`src/rtl/cmul3_pkg.sv`:
```
package cmul3_pkg;
    typedef enum logic [1:0] {
        MUL_SHARED = 2'd0,
        MUL_RE     = 2'd1,
        MUL_IM     = 2'd2
    } mul_sel_e;

    localparam int NUM_MULS = 3;
    localparam int PIPE_LAT = 3;
endpackage

```
`src/rtl/cm_preadd.sv`:
```
module cm_preadd
    import cmul3_pkg::*;
#(
    parameter int DW = 16,
    parameter int CW = 16,
    localparam int SW = DW + 1,
    localparam int TW = CW + 1
) (
    input  logic                 clk,
    input  logic                 rst_n,
    input  logic signed [DW-1:0] ar,
    input  logic signed [DW-1:0] ai,
    input  logic signed [CW-1:0] br,
    input  logic signed [CW-1:0] bi,
    input  logic signed [TW-1:0] bsum,
    output logic signed [SW-1:0] op_a_q [NUM_MULS],
    output logic signed [TW-1:0] op_b_q [NUM_MULS]
);
    logic signed [SW-1:0] op_a_d [NUM_MULS];
    logic signed [TW-1:0] op_b_d [NUM_MULS];

    always_comb begin
        op_a_d[MUL_SHARED] = SW'(ar);
        op_b_d[MUL_SHARED] = bsum;
        op_a_d[MUL_RE]     = SW'(ar) + SW'(ai);
        op_b_d[MUL_RE]     = TW'(bi);
        op_a_d[MUL_IM]     = SW'(ai) - SW'(ar);
        op_b_d[MUL_IM]     = TW'(br);
    end

    always_ff @(posedge clk) begin
        for (int k = 0; k < NUM_MULS; k++) begin
            if (!rst_n) begin
                op_a_q[k] <= '0;
                op_b_q[k] <= '0;
            end else begin
                op_a_q[k] <= op_a_d[k];
                op_b_q[k] <= op_b_d[k];
            end
        end
    end
endmodule

```
`src/rtl/cm_mult_bank.sv`:
```
module cm_mult_bank
    import cmul3_pkg::*;
#(
    parameter int SW = 17,
    parameter int TW = 17,
    localparam int PW = SW + TW
) (
    input  logic                 clk,
    input  logic                 rst_n,
    input  logic signed [SW-1:0] op_a [NUM_MULS],
    input  logic signed [TW-1:0] op_b [NUM_MULS],
    output logic signed [PW-1:0] prod_q [NUM_MULS]
);
    for (genvar k = 0; k < NUM_MULS; k++) begin : g_mul
        logic signed [PW-1:0] prod_d;
        assign prod_d = PW'(op_a[k]) * PW'(op_b[k]);

        always_ff @(posedge clk) begin
            if (!rst_n) prod_q[k] <= '0;
            else        prod_q[k] <= prod_d;
        end
    end
endmodule

```
`src/rtl/cm_combine.sv`:
```
module cm_combine
    import cmul3_pkg::*;
#(
    parameter int PW = 34,
    parameter int CW = 16,
    parameter int OW = 18,
    localparam int FW    = PW + 1,
    localparam int SHIFT = CW - 1
) (
    input  logic                 clk,
    input  logic                 rst_n,
    input  logic signed [PW-1:0] prod [NUM_MULS],
    output logic signed [OW-1:0] res_re_q,
    output logic signed [OW-1:0] res_im_q
);
    localparam logic signed [FW-1:0] HALF = FW'(1) <<< (SHIFT - 1);

    logic signed [FW-1:0] full_re, full_im;

    always_comb begin
        full_re = FW'(prod[MUL_SHARED]) - FW'(prod[MUL_RE]);
        full_im = FW'(prod[MUL_SHARED]) + FW'(prod[MUL_IM]);
    end

    always_ff @(posedge clk) begin
        if (!rst_n) begin
            res_re_q <= '0;
            res_im_q <= '0;
        end else begin
            res_re_q <= OW'((full_re + HALF) >>> SHIFT);
            res_im_q <= OW'((full_im + HALF) >>> SHIFT);
        end
    end
endmodule

```
`src/rtl/twiddle_cmul3.sv`:
```
module twiddle_cmul3
    import cmul3_pkg::*;
#(
    parameter int DW = 16,
    parameter int CW = 16,
    parameter int OW = DW + 2
) (
    input  logic                 clk,
    input  logic                 rst_n,
    input  logic                 in_valid,
    input  logic signed [DW-1:0] in_re,
    input  logic signed [DW-1:0] in_im,
    input  logic signed [CW-1:0] tw_re,
    input  logic signed [CW-1:0] tw_im,
    input  logic signed [CW:0]   tw_sum,
    output logic                 out_valid,
    output logic signed [OW-1:0] out_re,
    output logic signed [OW-1:0] out_im
);
    localparam int SW = DW + 1;
    localparam int TW = CW + 1;
    localparam int PW = SW + TW;

    logic signed [SW-1:0] op_a [NUM_MULS];
    logic signed [TW-1:0] op_b [NUM_MULS];
    logic signed [PW-1:0] prod [NUM_MULS];
    logic [PIPE_LAT-1:0]  vld_q;

    cm_preadd #(.DW(DW), .CW(CW)) u_preadd (
        .clk(clk), .rst_n(rst_n), .ar(in_re), .ai(in_im),
        .br(tw_re), .bi(tw_im), .bsum(tw_sum),
        .op_a_q(op_a), .op_b_q(op_b)
    );

    cm_mult_bank #(.SW(SW), .TW(TW)) u_mult (
        .clk(clk), .rst_n(rst_n), .op_a(op_a), .op_b(op_b), .prod_q(prod)
    );

    cm_combine #(.PW(PW), .CW(CW), .OW(OW)) u_combine (
        .clk(clk), .rst_n(rst_n), .prod(prod),
        .res_re_q(out_re), .res_im_q(out_im)
    );

    always_ff @(posedge clk) begin
        if (!rst_n) vld_q <= '0;
        else        vld_q <= {vld_q[PIPE_LAT-2:0], in_valid};
    end

    assign out_valid = vld_q[PIPE_LAT-1];

    // Four-product reference, used only by the checks below
    localparam int FW = PW + 1;
    localparam logic signed [FW-1:0] REF_HALF = FW'(1) <<< (CW - 2);
    logic signed [FW-1:0] ref_re_full, ref_im_full;
    logic signed [OW-1:0] ref_re, ref_im;
    logic                 sum_ok;

    always_comb begin
        ref_re_full = FW'(in_re) * FW'(tw_re) - FW'(in_im) * FW'(tw_im);
        ref_im_full = FW'(in_re) * FW'(tw_im) + FW'(in_im) * FW'(tw_re);
        ref_re      = OW'((ref_re_full + REF_HALF) >>> (CW - 1));
        ref_im      = OW'((ref_im_full + REF_HALF) >>> (CW - 1));
        sum_ok      = (tw_sum == (TW'(tw_re) + TW'(tw_im)));
    end

    p_first_stage_r5: assert property (@(posedge clk) disable iff (!rst_n)
        $past(rst_n) |-> (vld_q[0] == $past(in_valid)));

    p_last_stage_r5: assert property (@(posedge clk) disable iff (!rst_n)
        $past(rst_n) |-> (out_valid == $past(vld_q[PIPE_LAT-2])));

    p_direct_re_r1: assert property (@(posedge clk) disable iff (!rst_n)
        (out_valid && $past(sum_ok, 3)) |-> (out_re == $past(ref_re, 3)));

    p_direct_im_r2: assert property (@(posedge clk) disable iff (!rst_n)
        (out_valid && $past(sum_ok, 3)) |-> (out_im == $past(ref_im, 3)));
endmodule

```
`config.mk`:
```
export PLATFORM = sky130hd
export DESIGN_NAME = twiddle_cmul3
export DESIGN_NICKNAME = d
export VERILOG_FILES = /design/src/rtl/cmul3_pkg.sv /design/src/rtl/cm_preadd.sv /design/src/rtl/cm_mult_bank.sv /design/src/rtl/cm_combine.sv /design/src/rtl/twiddle_cmul3.sv
export SDC_FILE = /design/constraint.sdc
export NUM_CORES = 2
export LEC_CHECK = 0
export ABC_AREA = 1
export BUFFER_PORTS_ARGS = -buffer_cell sky130_fd_sc_hd__buf_4
export CORE_ASPECT_RATIO = 0.75
export CORE_MARGIN = 1.5
export CORE_UTILIZATION = 60
export CTS_BUF_LIST = sky130_fd_sc_hd__clkbuf_16
export CTS_CLUSTER_DIAMETER = 200
export CTS_CLUSTER_SIZE = 24
export DETAILED_ROUTE_END_ITERATION = 7
export MAX_ROUTING_LAYER = met4
export PLACE_DENSITY_LB_ADDON = 0.05
export SETUP_SLACK_MARGIN = 0.3
export SKIP_CTS_REPAIR_TIMING = 1
export SYNTH_ARGS = -nofsm -noshare
export SYNTH_HDL_FRONTEND = slang
export SYNTH_SLANG_ARGS = --single-unit
```
`constraint.sdc`:
```
create_clock -name clk -period 7.44 [get_ports clk]
set_clock_uncertainty 0.1 [all_clocks]
set_input_delay 1.488 -clock clk [delete_from_list [all_inputs] [get_ports clk]]
set_output_delay 1.488 -clock clk [all_outputs]
set_load 0.01 [all_outputs]
```
==> results summary <==
The post-place instance area came out at 47600 um^2. The Yosys step of the flow raised 0 warnings. The number of nets in the layout is 7514. The cell type with the highest occurrence count on the critical path is fa_1.

The flip-flop and latch count after synthesis is 236. The tree is rooted in a clkbuf_16. Walking the worst path, the cells encountered are nand2_1, inv_1, fa_1, fa_1, fa_1, fa_1, fa_1, inv_1, fa_1, inv_1, ha_1, a21oi_1, o21ai_0, a21oi_1, nand3_1, nand2_1, nand2_1, nor2_1. Cells fill 63.6% of the core in the end. The worst setup path is of the reg -> reg kind.

After detailed routing, the number of vias per cell comes to 5.25. In the post-synthesis netlist, the cell with the most instances is inv_1. The violation count after the first detailed-route iteration came out at 3329.

The area share of the largest cell type after synthesis came out at 36.2%. The number of filler cells placed in the layout came out at 6975. After layout, the minimum clock period comes to 6.52 ns. Measured along the x axis, the die boundary spans 322 um. The TritonCTS clock tree is built.

The post-route clock period utilization came out at 87.6%. The number of failing hold endpoints at the final stage came out at 0. The total global routing overflow is 0. The type of origin of the critical path is a flip-flop. The via count of the first global-routing pass was 38200. The number of antenna violations at the first check in global routing is 2. The maximum level of the CTS H-tree is 1.

The detailed-route via count is 37900. The detailed-routing iteration count for the pre-antenna-repair pass came out at 6. The first global-routing pass estimated 213 mm of wire. The routed wirelength normalized by instance count came out at 18.3 um. In this run, synthesis inferred 0 flip-flops with an integrated enable.

The count of unresolved DRC violations after routing is 0. For this run, the top clock speed supported by timing is 153 MHz. The worst setup path is captured at a flip-flop. STA puts the critical path data required time at 7.81 ns.

The pin count of the biggest net entering global routing is 97. By count the netlist is led by inv_1, nand2_1, fa_1. The starting utilization of the core area came out at 60.9%. Clock-pin slew was measured on the worst setup and hold paths at 0.12 ns. The wire-length estimate of the detail-placed layout is 112 mm. The top-level I/O count is 121. The worst-path maximum fanout came out at 17. The clock network latency to the later pin of the worst-skew pair came out at 0.55 ns.

The class of the most critical hold timing path is reg -> reg. The maximum count of clock buffers along a single path came out at 3. The clock buffer count from CTS came out at 13. The detail route stage leaves a number of antenna-violating nets equal to 0.

The normalized max-slew margin is 25.2%. The max-slew violation count came out at 0. The share of total power dissipated in combinational logic is 77.4%.

Summed over all cells, the static leakage comes to 29.0 nW. The weighted congestion reported at the end of routability-driven placement is 1.05. The site row count came out at 87.

Of all flip-flops after synthesis, the portion carrying an async set or reset was 0%. Across every metal layer, demand over resource in global routing totals 36.4%. The final standard cell area without fillers is 48000 um^2. The number of buffers inserted by port buffering is 120.

Sorting the synthesized cells by area gives the leading types as fa_1, inv_1, nand2_1, ha_1, dfxtp_1. After synthesis the cells add up to 45900 um^2. In this run the standard cell core region covers 75400 um^2. Adding up every negative setup slack in the final design gives 0 ns. The post-synth net total is 7548. The share of cells above drive strength 1 came out at 4.07%. The worst-margin pin slew came out at 1.12 ns. Cell internal power was estimated by the tool at 5.41 mW. The ratio of total power to cell area is 270 nW/um^2. fa_1 takes more of the synthesized area than any other cell. The average instance area after synthesis came out at 7.37 um^2. The power share of the sequential group came out at 15.9%. Final hold analysis gives a worst-case slack of 0.322 ns. The number of instances in the synthesized netlist is 6228.

The sum of internal, switching and leakage power is 13.0 mW. The analysis attributes to net switching a power of 7.56 mW. The library cell contributing the largest single delay on the critical path is fa_1. The share of power burned in the clock network is 6.7%. The number of max-capacitance violations reported is 0. The die covers 78200 um^2. For this block, the routed nets add up to 132 mm of wire.

The flow ran to the end, and the final reports show no timing, DRC or antenna violations. The area overhead of the layout relative to synthesis came out at 4.44%. Setup repair after global routing left no endpoint under its margin.

The fraction of the yosys area taken by sequential cells came out at 10.3%. Data arrives at the worst endpoint at 6.89 ns. In this design, the stage delay of the slowest critical-path cell is 0.91 ns. After synthesis, the netlist uses 48 different library cells. The setup violation total in the final timing report is 0. The clock sink count came out at 236.

The y dimension of the die is 243 um. The switching power as a share of total power came out at 58.3%. For this run, the leading register cell type out of synthesis is dfxtp_1. The largest voltage drop on the vdd net is 0.198 mV. The worst-case register-to-register setup slack came out at 0.92 ns.
-- layer usage --
metal	routed length (um)	vias to the layer above	global-route usage, %
met2	55200	1561	52.0
met3	14500	121	8.15
li1	-	18000	-
met1	60500	18300	53.8
met4	2230	0	5.47
met5	0	-	-
-- per-stage QoR --
step	std cells	worst slack [ns]
detailed placement	7202	1.08
CTS	7217	1.03
global placement	7202	1.12
finish	7219	0.921
global route	7217	0.602
floorplan	6228	1.85
-- cells in the final DEF (no fill, tap or decap), types with 14 or more instances in the layout --
cell type,synthesis,routed
fa_1,830,830
dfxtp_1,236,236
a21oi_1,269,269
nand2_1,1652,1652
o21ai_0,137,137
ha_1,406,406
xor2_1,16,16
o21a_1,20,20
nor2_1,385,385
nor3_1,22,22
buf_4,1,161
xnor2_1,15,15
inv_1,1687,1687
o21ai_1,14,14
o21bai_1,25,25
nand2_2,20,20
nand3b_1,20,20
nand4_1,29,29
nand3_1,130,130
-- critical path, delay by kind of cell (launching register included) --
kind	cells	cell delay (ns)
AOI/OAI and AO/OA	3	0.70
adders and majority gates	7	3.82
buffers and inverters	3	0.26
DFF	1	0.85
and+or+nand+nor	5	0.72
-- power by group through the flow --
| stage | Clock, mW | Sequential [mW] | Combinational, mW |
|---|---|---|---|
| floorplan | 0 | 1.74 | 7.11 |
| global placement | 0 | 2.06 | 9.81 |
| detailed placement | 0 | 2.06 | 9.88 |
| CTS | 0.873 | 2.03 | 9.94 |
| global route | 0.920 | 2.08 | 11.4 |
| finish | 0.862 | 2.07 | 10.0 |
-- registers in the layout, indices dropped and copies added (netlist names) --
| name | count |
|---|---|
| u_combine.res_im_q | 18 |
| u_combine.res_re_q | 18 |
| u_mult.prod_q | 99 |
| u_preadd.op_a_q | 49 |
| u_preadd.op_b_q | 49 |
| vld_q | 3 |
-- worst paths after layout --
kind / startpoint / endpoint / cells past startpoint
min reg2reg: vld_q[0]$_SDFF_PN0_ / vld_q[1]$_SDFF_PN0_ / 2
max: u_preadd.op_a_q[35]$_SDFF_PN0_ / u_mult.prod_q[93]$_SDFF_PN0_ / 18
max reg2reg: u_preadd.op_a_q[35]$_SDFF_PN0_ / u_mult.prod_q[93]$_SDFF_PN0_ / 18
min: vld_q[0]$_SDFF_PN0_ / vld_q[1]$_SDFF_PN0_ / 2
-- cells by family (layout without fill, tap and decap cells) --
group | count (synthesis) | in the layout | share of synthesized area, %
simple gates | 2322 | 2322 | 20.3
buf+inv | 1904 | 1870 | 15.6
fa+ha+maj | 1236 | 1236 | 47.2
compound gates | 499 | 499 | 5.91
flops | 236 | 236 | 10.3
xor+xnor | 31 | 31 | 0.591
other cells | 0 | 2 | 0
-- layout make-up --
class,instances,area [um^2],area share (%)
multi-input combinational,4088,34000,70.9
inverter,1693,6350,13.2
sequential,236,4720,9.85
tap,1023,1280,2.67
timing repair buffer,162,1220,2.54
clock buffer,13,325,0.678
clock inverter,2,38.8,0.0809
antenna,2,5.00,0.0104
Power figures use the tool's default switching activity.
